$ cat src/rtl/tc_pkg.sv
package tc_pkg;
    localparam int SYM_W     = 10;
    localparam int FRAME_LEN = 20;
    localparam int CRC_FIRST = 16;
    localparam int SEC_W     = 40;
    localparam int NS_W      = 28;
    localparam int FLAG_W    = 4;
    localparam int SID_W     = 32;
    localparam int CRC_W     = 32;
    localparam int HDR_BITS  = 8 * CRC_FIRST;
    localparam int RSV_W     = HDR_BITS - 8 - SEC_W - FLAG_W - NS_W - SID_W;
    localparam int CNT_W     = $clog2(SYM_W);
    localparam int IDX_W     = $clog2(FRAME_LEN);

    localparam logic [7:0]       COMMA_BYTE = 8'hBC;
    localparam logic [SYM_W-1:0] COMMA_NEG  = 10'b0011111010;

    typedef struct packed {
        logic [SEC_W-1:0]  sec;
        logic [NS_W-1:0]   nsec;
        logic [FLAG_W-1:0] flags;
        logic [SID_W-1:0]  sid;
    } stamp_t;

    typedef struct packed {
        logic [CNT_W-1:0] cnt;
        logic [IDX_W-1:0] idx;
        logic             in_frame;
        logic [SYM_W-1:0] shreg;
        logic             rd;
        logic [CRC_W-1:0] crc;
        stamp_t           fields;
    } tx_state_t;
endpackage

$ cat src/rtl/tc_crc32_byte.sv
module tc_crc32_byte import tc_pkg::*; #(
    parameter logic [CRC_W-1:0] POLY = 32'hEDB88320
) (
    input  logic [CRC_W-1:0] crc_i,
    input  logic [7:0]       data_i,
    output logic [CRC_W-1:0] crc_o
);
    always_comb begin
        logic [CRC_W-1:0] c;
        logic             fb;
        c = crc_i;
        for (int i = 0; i < 8; i++) begin
            fb = c[0] ^ data_i[i];
            c  = c >> 1;
            if (fb) c = c ^ POLY;
        end
        crc_o = c;
    end
endmodule

$ cat src/rtl/tc_frame_mux.sv
module tc_frame_mux import tc_pkg::*; #(
    parameter logic [7:0] FRAME_TYPE = 8'h01
) (
    input  stamp_t           fields_i,
    input  logic [IDX_W-1:0] idx_i,
    input  logic [CRC_W-1:0] crc_i,
    output logic [7:0]       byte_o
);
    logic [HDR_BITS-1:0] hdr;
    logic [CRC_W-1:0]    tail;

    always_comb begin
        int k;
        hdr  = {FRAME_TYPE, fields_i.sec, fields_i.flags, fields_i.nsec,
                fields_i.sid, {RSV_W{1'b0}}};
        tail = ~crc_i;
        k    = int'(idx_i);
        if (k < CRC_FIRST)
            byte_o = hdr[HDR_BITS-1-8*k -: 8];
        else if (k < FRAME_LEN)
            byte_o = tail[CRC_W-1-8*(k-CRC_FIRST) -: 8];
        else
            byte_o = 8'h00;
    end
endmodule

$ cat src/rtl/tc_enc8b10b.sv
module tc_enc8b10b import tc_pkg::*; (
    input  logic [7:0]       data_i,
    input  logic             k_i,
    input  logic             rd_i,
    output logic [SYM_W-1:0] sym_o,
    output logic             rd_o
);
    logic [5:0] c6, s6;
    logic [3:0] c4, s4;
    logic       rd6, flip6, flip4, alt7;
    logic [4:0] x;
    logic [2:0] y;

    assign x = data_i[4:0];
    assign y = data_i[7:5];

    always_comb begin
        case (x)
            5'd0:  c6 = 6'b100111;  5'd1:  c6 = 6'b011101;
            5'd2:  c6 = 6'b101101;  5'd3:  c6 = 6'b110001;
            5'd4:  c6 = 6'b110101;  5'd5:  c6 = 6'b101001;
            5'd6:  c6 = 6'b011001;  5'd7:  c6 = 6'b111000;
            5'd8:  c6 = 6'b111001;  5'd9:  c6 = 6'b100101;
            5'd10: c6 = 6'b010101;  5'd11: c6 = 6'b110100;
            5'd12: c6 = 6'b001101;  5'd13: c6 = 6'b101100;
            5'd14: c6 = 6'b011100;  5'd15: c6 = 6'b010111;
            5'd16: c6 = 6'b011011;  5'd17: c6 = 6'b100011;
            5'd18: c6 = 6'b010011;  5'd19: c6 = 6'b110010;
            5'd20: c6 = 6'b001011;  5'd21: c6 = 6'b101010;
            5'd22: c6 = 6'b011010;  5'd23: c6 = 6'b111010;
            5'd24: c6 = 6'b110011;  5'd25: c6 = 6'b100110;
            5'd26: c6 = 6'b010110;  5'd27: c6 = 6'b110110;
            5'd28: c6 = 6'b001110;  5'd29: c6 = 6'b101110;
            5'd30: c6 = 6'b011110;  default: c6 = 6'b101011;
        endcase
        if (k_i) c6 = 6'b001111;
        flip6 = ($countones(c6) != 3);
        s6    = (rd_i && (flip6 || (!k_i && x == 5'd7))) ? ~c6 : c6;
        rd6   = rd_i ^ flip6;

        alt7 = !k_i && (y == 3'd7) &&
               ((!rd6 && (x == 5'd17 || x == 5'd18 || x == 5'd20)) ||
                ( rd6 && (x == 5'd11 || x == 5'd13 || x == 5'd14)));
        case (y)
            3'd0: c4 = 4'b1011;  3'd1: c4 = 4'b1001;
            3'd2: c4 = 4'b0101;  3'd3: c4 = 4'b1100;
            3'd4: c4 = 4'b1101;  3'd5: c4 = 4'b1010;
            3'd6: c4 = 4'b0110;  default: c4 = alt7 ? 4'b0111 : 4'b1110;
        endcase
        flip4 = ($countones(c4) != 2);
        if (k_i)
            s4 = rd_i ? ~c4 : c4;
        else
            s4 = (rd6 && (flip4 || y == 3'd3)) ? ~c4 : c4;
        rd_o  = rd6 ^ flip4;
        sym_o = {s6, s4};
    end
endmodule

$ cat src/rtl/tcode_serializer.sv
module tcode_serializer import tc_pkg::*; #(
    parameter logic [7:0]       FRAME_TYPE = 8'h01,
    parameter logic [CRC_W-1:0] CRC_POLY   = 32'hEDB88320
) (
    input  logic              clk,
    input  logic              rst_n,
    input  logic              send_i,
    input  logic [SEC_W-1:0]  sec_i,
    input  logic [NS_W-1:0]   nsec_i,
    input  logic [FLAG_W-1:0] flags_i,
    input  logic [SID_W-1:0]  sid_i,
    output logic              line_o,
    output logic              busy_o
);
    localparam tx_state_t RESET_STATE = '{
        cnt: '0, idx: '0, in_frame: 1'b0, shreg: COMMA_NEG,
        rd: 1'b1, crc: '1, fields: '0};

    tx_state_t        q, d;
    logic             boundary, frame_more, start;
    logic [IDX_W-1:0] next_idx;
    logic [7:0]       mux_byte, enc_byte;
    logic             enc_k, enc_rd;
    logic [SYM_W-1:0] enc_sym;
    logic [CRC_W-1:0] crc_in, crc_out;

    always_comb begin
        boundary   = (q.cnt == CNT_W'(SYM_W-1));
        frame_more = q.in_frame && (q.idx != IDX_W'(FRAME_LEN-1));
        start      = boundary && !frame_more && send_i;
        next_idx   = start ? '0 : q.idx + 1'b1;
        crc_in     = start ? '1 : q.crc;
        if (start) begin
            enc_byte = FRAME_TYPE;
            enc_k    = 1'b0;
        end else if (frame_more) begin
            enc_byte = mux_byte;
            enc_k    = 1'b0;
        end else begin
            enc_byte = COMMA_BYTE;
            enc_k    = 1'b1;
        end
    end

    tc_frame_mux #(.FRAME_TYPE(FRAME_TYPE)) u_mux (
        .fields_i(q.fields), .idx_i(next_idx), .crc_i(q.crc), .byte_o(mux_byte));

    tc_crc32_byte #(.POLY(CRC_POLY)) u_crc (
        .crc_i(crc_in), .data_i(enc_byte), .crc_o(crc_out));

    tc_enc8b10b u_enc (
        .data_i(enc_byte), .k_i(enc_k), .rd_i(q.rd), .sym_o(enc_sym), .rd_o(enc_rd));

    always_comb begin
        d = q;
        if (!boundary) begin
            d.cnt   = q.cnt + 1'b1;
            d.shreg = {q.shreg[SYM_W-2:0], 1'b0};
        end else begin
            d.cnt   = '0;
            d.shreg = enc_sym;
            d.rd    = enc_rd;
            if (start) begin
                d.fields   = '{sec: sec_i, nsec: nsec_i, flags: flags_i, sid: sid_i};
                d.in_frame = 1'b1;
                d.idx      = '0;
                d.crc      = crc_out;
            end else if (frame_more) begin
                d.idx = next_idx;
                if (next_idx < IDX_W'(CRC_FIRST)) d.crc = crc_out;
            end else begin
                d.in_frame = 1'b0;
            end
        end
    end

    always_ff @(posedge clk) begin
        if (!rst_n) q <= RESET_STATE;
        else        q <= d;
    end

    assign line_o = q.shreg[SYM_W-1];
    assign busy_o = q.in_frame;


    sym_balance_chk: assert property (@(posedge clk) disable iff (!rst_n)
        boundary |-> ($countones(enc_sym) >= 4 && $countones(enc_sym) <= 6));


    disparity_dir_chk: assert property (@(posedge clk) disable iff (!rst_n)
        boundary |-> (q.rd ? ($countones(enc_sym) <= 5) : ($countones(enc_sym) >= 5)));


    frame_start_chk: assert property (@(posedge clk) disable iff (!rst_n)
        $rose(busy_o) |-> (q.cnt == '0 && q.idx == '0));


    frame_end_chk: assert property (@(posedge clk) disable iff (!rst_n)
        $fell(busy_o) |-> ($past(q.idx) == IDX_W'(FRAME_LEN-1) && q.cnt == '0));


    idx_hold_chk: assert property (@(posedge clk) disable iff (!rst_n)
        (q.in_frame && $past(q.cnt) != CNT_W'(SYM_W-1)) |-> $stable(q.idx));


    fields_hold_chk: assert property (@(posedge clk) disable iff (!rst_n)
        (q.in_frame && $past(q.in_frame) && q.idx != '0) |-> $stable(q.fields));
endmodule

$ cat config.mk
export PLATFORM = sky130hd
export DESIGN_NAME = tcode_serializer
export DESIGN_NICKNAME = d
export VERILOG_FILES = /design/src/rtl/tc_pkg.sv /design/src/rtl/tc_crc32_byte.sv /design/src/rtl/tc_frame_mux.sv /design/src/rtl/tc_enc8b10b.sv /design/src/rtl/tcode_serializer.sv
export SDC_FILE = /design/constraint.sdc
export NUM_CORES = 1
export LEC_CHECK = 0
export BUFFER_PORTS_ARGS = -buffer_cell sky130_fd_sc_hd__buf_2
export CAP_MARGIN = 5
export CORE_MARGIN = 2
export CORE_UTILIZATION = 31
export DETAILED_ROUTE_END_ITERATION = 8
export PLACE_DENSITY = 0.59
export SYNTH_ARGS = -nofsm -noshare
export SYNTH_HDL_FRONTEND = slang
export SYNTH_SLANG_ARGS = --single-unit
$ cat constraint.sdc
create_clock -name clk -period 14.3 [get_ports clk]
set_input_delay 0.715 -clock clk [delete_from_list [all_inputs] [get_ports clk]]
set_output_delay 0.715 -clock clk [all_outputs]
set_load 0.01 [all_outputs]
==> results.ini, run 1 <==
[status]
outcome=finished, final reports clean

[logic_synthesis]
synthCells=1119
synth_top_area_share=0.342
synth.avg_cell_area_um2=8.21
synthFlopType=dfxtp_1
async_reset_ff_frac=0
synth.area.top_cells=dfxtp_1 (34%), nand2_1 (12%), a21boi_0 (9.0%)
synth_top_cell_by_area=dfxtp_1
syn_area_um2=9190
yosysSeqAreaShare=0.342
synth_warnings=0
synth_cell_types=85
synth-seq-cells=157
syn-num-nets=1249
synth_edf_count=0

[job]
max_cap_violations=0

[detailed_routing]
wirelength_mm=25.1
drt_iter0_drc=884
drc=0
vias_per_cell=5.04
antenna_left=0
dr.pass1.iters=6
vias=7952
wl_per_cell_um=15.9

[floorplan]
die_width_um=176
start_util=0.313
die_h_um=176
io_pins=109
rows=63
fp.coreArea_um2=29400
dieArea_um2=31000

[global_routing]
antenna_found_initial=1
grt_usage=0.164
grt_first_pass_wirelength_mm=40.7
grt-ovfl-total=0
grt_pass1_vias=7548
grt_max_degree=134

[cts]
cts.clk_slew.worst_paths_ns=0.07
clk_latency_ns=0.43
cts.path.max_buffers=2
htreeDepth=4
cts_tree=yes
postCtsSetupRepairBufs=0
cts_resized=0
hold_buffers=0
cts_sinks=157
cts_buffers=17
cts_root_buf=clkbuf_16

[worst_setup_path]
end_kind=register
crit_required_ns=14.67
critPathMaxStageDelay_ns=0.64
arrival_ns=9.37
worst_path_most_repeated_cell=ha_1
rr_worst_depth=31
crit_path_max_fanout=32
worstSetupPathType=register to register
startpoint_type=register
crit_slowest_cell=o21ai_4

[sta]
finalWorstSetupSlack_ns=5.30
finalHoldViolations=0
tightest_slew_ns=1.17
finalSetupViolCount=0
clock.fmax_mhz=111
rsz0062_at_grt=no
clock_skew_ns=0.0135
max_slew_margin=0.222
slew_violations=0
tns_ns=0
timing.final.crit_share=0.629
finalCriticalPeriod_ns=9.00

[finish]
antenna_cells=0
area_growth_pct=15.2
fin_area_um2=10600
post-route-util=0.360
final_nets=1304
drive_above_1_share=0.169

[place]
portBuffers=108
place_congestion=0.854
dp_slack_ns=5.35
dpl_cell_area_um2=9960
hpwl_mm=17.6

[power_and_ir_drop]
p_per_area_nw_per_um2=90.5
ir_worst_vdd_mv=0.0612
total_leakage_power_nw=3.91

[min_path]
whs_path_depth=2
hold_class=register to register

## worst paths after layout
| check | from | to | slack [ns] |
|---|---|---|---|
| setup / recovery | q[149]$_SDFFE_PN0P_ | q[136]$_SDFFE_PN1N_ | 5.30 |
| hold reg to reg | q[137]$_SDFF_PN0_ | q[138]$_SDFF_PN1_ | 0.46 |
| hold / removal | q[137]$_SDFF_PN0_ | q[138]$_SDFF_PN1_ | 0.46 |
| setup reg to reg | q[149]$_SDFFE_PN0P_ | q[136]$_SDFFE_PN1N_ | 5.30 |
## cells in the mapped netlist (3+ instances only)
library cell	instances
or2_2	6
nand2_1	297
and2_1	4
buf_6	3
a21boi_0	110
a211oi_1	4
a21oi_1	21
nor2b_1	9
buf_4	7
nor4_1	4
o311ai_0	7
mux2_2	5
xnor2_2	3
nor2_1	53
and3_1	5
or3_1	4
nand3b_1	4
xor2_1	30
nor3b_1	6
nor3_1	13
o211ai_1	30
o21ai_0	35
clkbuf_1	54
buf_2	9
a22oi_1	5
o221ai_1	3
xor2_2	4
mux4_2	11
xnor2_1	49
ha_1	21
a31oi_1	8
buf_1	9
mux2i_1	25
nand3_1	17
inv_1	13
dfxtp_1	157
o21a_1	4
nand4b_1	3
nand4_1	4
a221o_1	3
## metrics by stage
step	hold WS [ns]	power [mW]	cells
final	0.455	0.958	1577
after global routing	0.487	0.988	1577
after CTS	0.464	0.968	1577
after detailed placement	0.449	0.483	1545
after global placement	0.448	0.482	1545
after floorplan	0.421	0.464	1119
## logic make-up (layout without fill, tap and decap cells)
logic type,after synthesis,count (layout),share of synthesized area
adders and majority gates,23,23,0.0329
buffers and inverters,98,166,0.0467
muxes,41,41,0.0603
DFF,157,157,0.342
and+or+nand+nor,440,440,0.206
xor gates and xnor gates,89,89,0.0961
AOI/OAI and AO/OA,271,271,0.216
## final cells by class
cell class / instances / area (um2)
timing repair buffer: 119 / 626
tap: 390 / 488
fill: 3060 / 18800
clock buffer: 17 / 425
inverter: 15 / 56.3
clock inverter: 15 / 196
multi-input combinational: 864 / 5650
sequential: 157 / 3140
## report_power, final
group,total [mW],switching [mW],internal [mW]
Combinational,0.0322,0.0143,0.0179
Sequential,0.441,0.00133,0.439
Clock,0.485,0.204,0.281
## layout by cell type (no fill, tap or decap), types with 21 or more instances in the layout
master / n
nand2_1: 297
dfxtp_1: 156
a21boi_0: 110
buf_2: 107
nor2_1: 53
xnor2_1: 49
o21ai_0: 35
o211ai_1: 30
xor2_1: 29
mux2i_1: 25
ha_1: 21
## critical path, delay by kind of cell, from the launching register on
| family | cells | cell delay [ns] |
|---|---|---|
| simple gates | 12 | 2.88 |
| compound gates | 7 | 2.38 |
| xor+xnor | 3 | 0.44 |
| fa+ha+maj | 7 | 2.28 |
| buf+inv | 2 | 0.56 |
| flops | 1 | 0.34 |
## registers in the layout, indices dropped and copies added, names as in the netlist
signal	count
busy_o	1
line_o	1
q	155
## layer usage
metal / wire [um] / vias up / GRT usage
met2: 11800 / 192 / 0.268
met4: 591 / 0 / 0.0596
met1: 11800 / 3747 / 0.221
met5: 0 / - / 0
met3: 878 / 39 / 0.0217
li1: - / 3974 / -
No activity file was read; power rests on OpenSTA's default activity.
==> run 2, diff against run 1 <==
--- a/config.mk
+++ b/config.mk
@@ -5,12 +5,13 @@
 export SDC_FILE = /design/constraint.sdc
 export NUM_CORES = 1
 export LEC_CHECK = 0
+export ABC_AREA = 1
 export BUFFER_PORTS_ARGS = -buffer_cell sky130_fd_sc_hd__buf_2
 export CAP_MARGIN = 5
 export CORE_MARGIN = 2
 export CORE_UTILIZATION = 31
 export DETAILED_ROUTE_END_ITERATION = 8
-export PLACE_DENSITY = 0.59
+export PLACE_DENSITY = 0.6
 export SYNTH_ARGS = -nofsm -noshare
 export SYNTH_HDL_FRONTEND = slang
 export SYNTH_SLANG_ARGS = --single-unit
==> constraint.sdc (replaced) <==
create_clock -name clk -period 8.2 [get_ports clk]
set_input_delay 0.41 -clock clk [delete_from_list [all_inputs] [get_ports clk]]
set_output_delay 0.41 -clock clk [all_outputs]
set_load 0.01 [all_outputs]
==> run 2 against run 1 <==
  * Utilization grew 0.20 points
  * Register-to-register slack lost 4.2 ns
  * Worst hold slack lost 0.23 ns
  * Fmax grew 26%
  * Sequential share of layout area shrank 0.64 points
  * Via count grew 18%
  * Design area grew 2.2%
  * Clock-buffer cell count grew 1
  * Sequential cell count is the same
  * Largest power group unchanged
==> results.ini, run 2 <==
[cts]
cts_buffers=17
cts_sinks=157
cts.path.max_buffers=2
cts_root_buf=clkbuf_16
hold_buffers=0
postCtsSetupRepairBufs=0
cts_resized=0
clk_latency_ns=0.44
htreeDepth=4
cts.clk_slew.worst_paths_ns=0.07
cts_tree=yes

[place]
portBuffers=108
dpl_cell_area_um2=10200
place_congestion=0.889
hpwl_mm=21.2

[worst_setup_path]
r2r_start=q[148]$_SDFFE_PN0P_
end_kind=register
crit_path_max_fanout=19
crit_slowest_cell=dfxtp_1
startpoint_type=register
rr_worst_depth=42
worstSetupPathType=register to register
crit_start=q[148]$_SDFFE_PN0P_
arrival_ns=7.45
r2r_slack_ns=1.08
r2r_end=q[136]$_SDFFE_PN1N_
crit_required_ns=8.53
worst_path_most_repeated_cell=inv_1
critPathMaxStageDelay_ns=0.56

[sta]
clock_skew_ns=0.0155
finalSetupViolCount=0
finalHoldViolations=0
hold_ws_ns=0.229
clock.fmax_mhz=140
slew_violations=0
rsz0062_at_grt=no
timing.final.crit_share=0.868
tns_ns=0
finalCriticalPeriod_ns=7.12
tightest_slew_ns=0.868
max_slew_margin=0.421

[min_path]
whs_path_depth=3
min_to=q[86]$_SDFFE_PN0P_
hold_start=sec_i[22]
hold_class=primary input to register

[logic_synthesis]
syn-num-nets=1586
synth.avg_cell_area_um2=6.50
synthFlopType=dfxtp_1
synthCells=1456
synth_top_cell_by_area=dfxtp_1
synth_top_area_share=0.332
syn_area_um2=9470
synth_warnings=0
synth.area.top_cells=dfxtp_1 (33%), nand2_1 (15%), a21oi_1 (8.3%)
yosysSeqAreaShare=0.332
synth_cell_types=42
yosys-top-cells-count=nand2_1 (386), inv_1 (163), a21oi_1 (158), dfxtp_1 (157), nand3_1 (138)
synth_edf_count=0
synth-seq-cells=157
yosysMostFrequentCell=nand2_1
async_reset_ff_frac=0

[global_routing]
grt_pass1_vias=8588
grt_first_pass_wirelength_mm=45.9
grt-ovfl-total=0
grt_usage=0.184
grt_max_degree=97
antenna_found_initial=0

[floorplan]
die_width_um=179
fp.coreArea_um2=29900
io_pins=109
die_h_um=179
start_util=0.317
rows=63
dieArea_um2=32000

[finish]
n_fill_cell=3270
area_growth_pct=14.2
mostFrequentLayoutCells=nand2_1 (386), inv_1 (163), a21oi_1 (158)
largest_reg_flops=155
top_register=q
multi_input_area_um2=5270
antenna_cells=0
final_nets=1655
drive_above_1_share=0.149
seq_area_um2=3140
mostFrequentLayoutCell=nand2_1
fin_area_um2=10800

[detailed_routing]
vias_per_cell=4.85
drt_iter0_drc=865
wl_per_cell_um=15.0
antenna_left=0
vias=9357
drc=0
dr.pass1.iters=6
wirelength_mm=29.0

[status]
outcome=finished, final reports clean

[job]
max_cap_violations=0

[power_and_ir_drop]
p_per_area_nw_per_um2=150
total_leakage_power_nw=4.79
ir_worst_vdd_mv=0.134

## run 2: cell count changes after synthesis, moves of 44 or more
| cell | change |
|---|---|
| nand2_1 | +89 |
| a21oi_1 | +137 |
| nand3_1 | +121 |
| xnor2_1 | -44 |
| a21boi_0 | -110 |
| o21ai_0 | +88 |
| inv_1 | +150 |
## run 2: report_power, final
part	switching (mW)	leakage [nW]	total (mW)	internal [mW]
logic	0.0344	3.25	0.0616	0.0271
registers	0.00188	1.27	0.768	0.766
clock network	0.365	0.272	0.795	0.430
total	0.401	4.79	1.62	1.22
## run 2: cells by family (layout without fill, tap and decap cells)
group           Yosys count  count (layout)  share of synthesized area
buf+inv                 252             334                      0.112
fa+ha+maj                23              23                     0.0320
xor+xnor                 25              25                     0.0275
simple gates            664             664                      0.309
compound gates          335             335                      0.188
flops                   157             157                      0.332
## run 2: worst max-delay path: cells and delay by family, from the launching register on
family	cells	cell delay (ns)
simple gates	22	3.20
fa+ha+maj	7	2.13
buf+inv	9	0.68
flops	1	0.56
compound gates	4	0.40
## run 2: per-layer routing
metal / wire length [um] / track usage
met1: 13900 / 0.254
met2: 13300 / 0.298
met3: 1380 / 0.0299
met4: 431 / 0.0481
met5: 0 / 0
## run 2: worst max path at each step
stage | end | cells after the start
after CTS | q[136]$_SDFFE_PN1N_ | 42
after detailed placement | q[136]$_SDFFE_PN1N_ | 42
after floorplan | q[136]$_SDFFE_PN1N_ | 43
after global routing | q[136]$_SDFFE_PN1N_ | 42
final | q[136]$_SDFFE_PN1N_ | 42
after global placement | q[136]$_SDFFE_PN1N_ | 42
## run 2: area by class of cell
type	count	area share
clock buffer	18	0.0397
clock inverter	14	0.0142
inverter	181	0.0628
multi-input combinational	1047	0.487
sequential	157	0.291
tap	390	0.0451
timing repair buffer	121	0.0602
## run 2: through the flow
step	instances	power (mW)	setup WS, ns	util
final	1928	1.62	1.08	0.362
after global routing	1928	1.68	0.452	0.362
after detailed placement	1896	0.848	1.14	0.342
after CTS	1928	1.64	1.11	0.362
after floorplan	1456	0.812	2.18	-
after global placement	1896	0.847	1.30	0.342
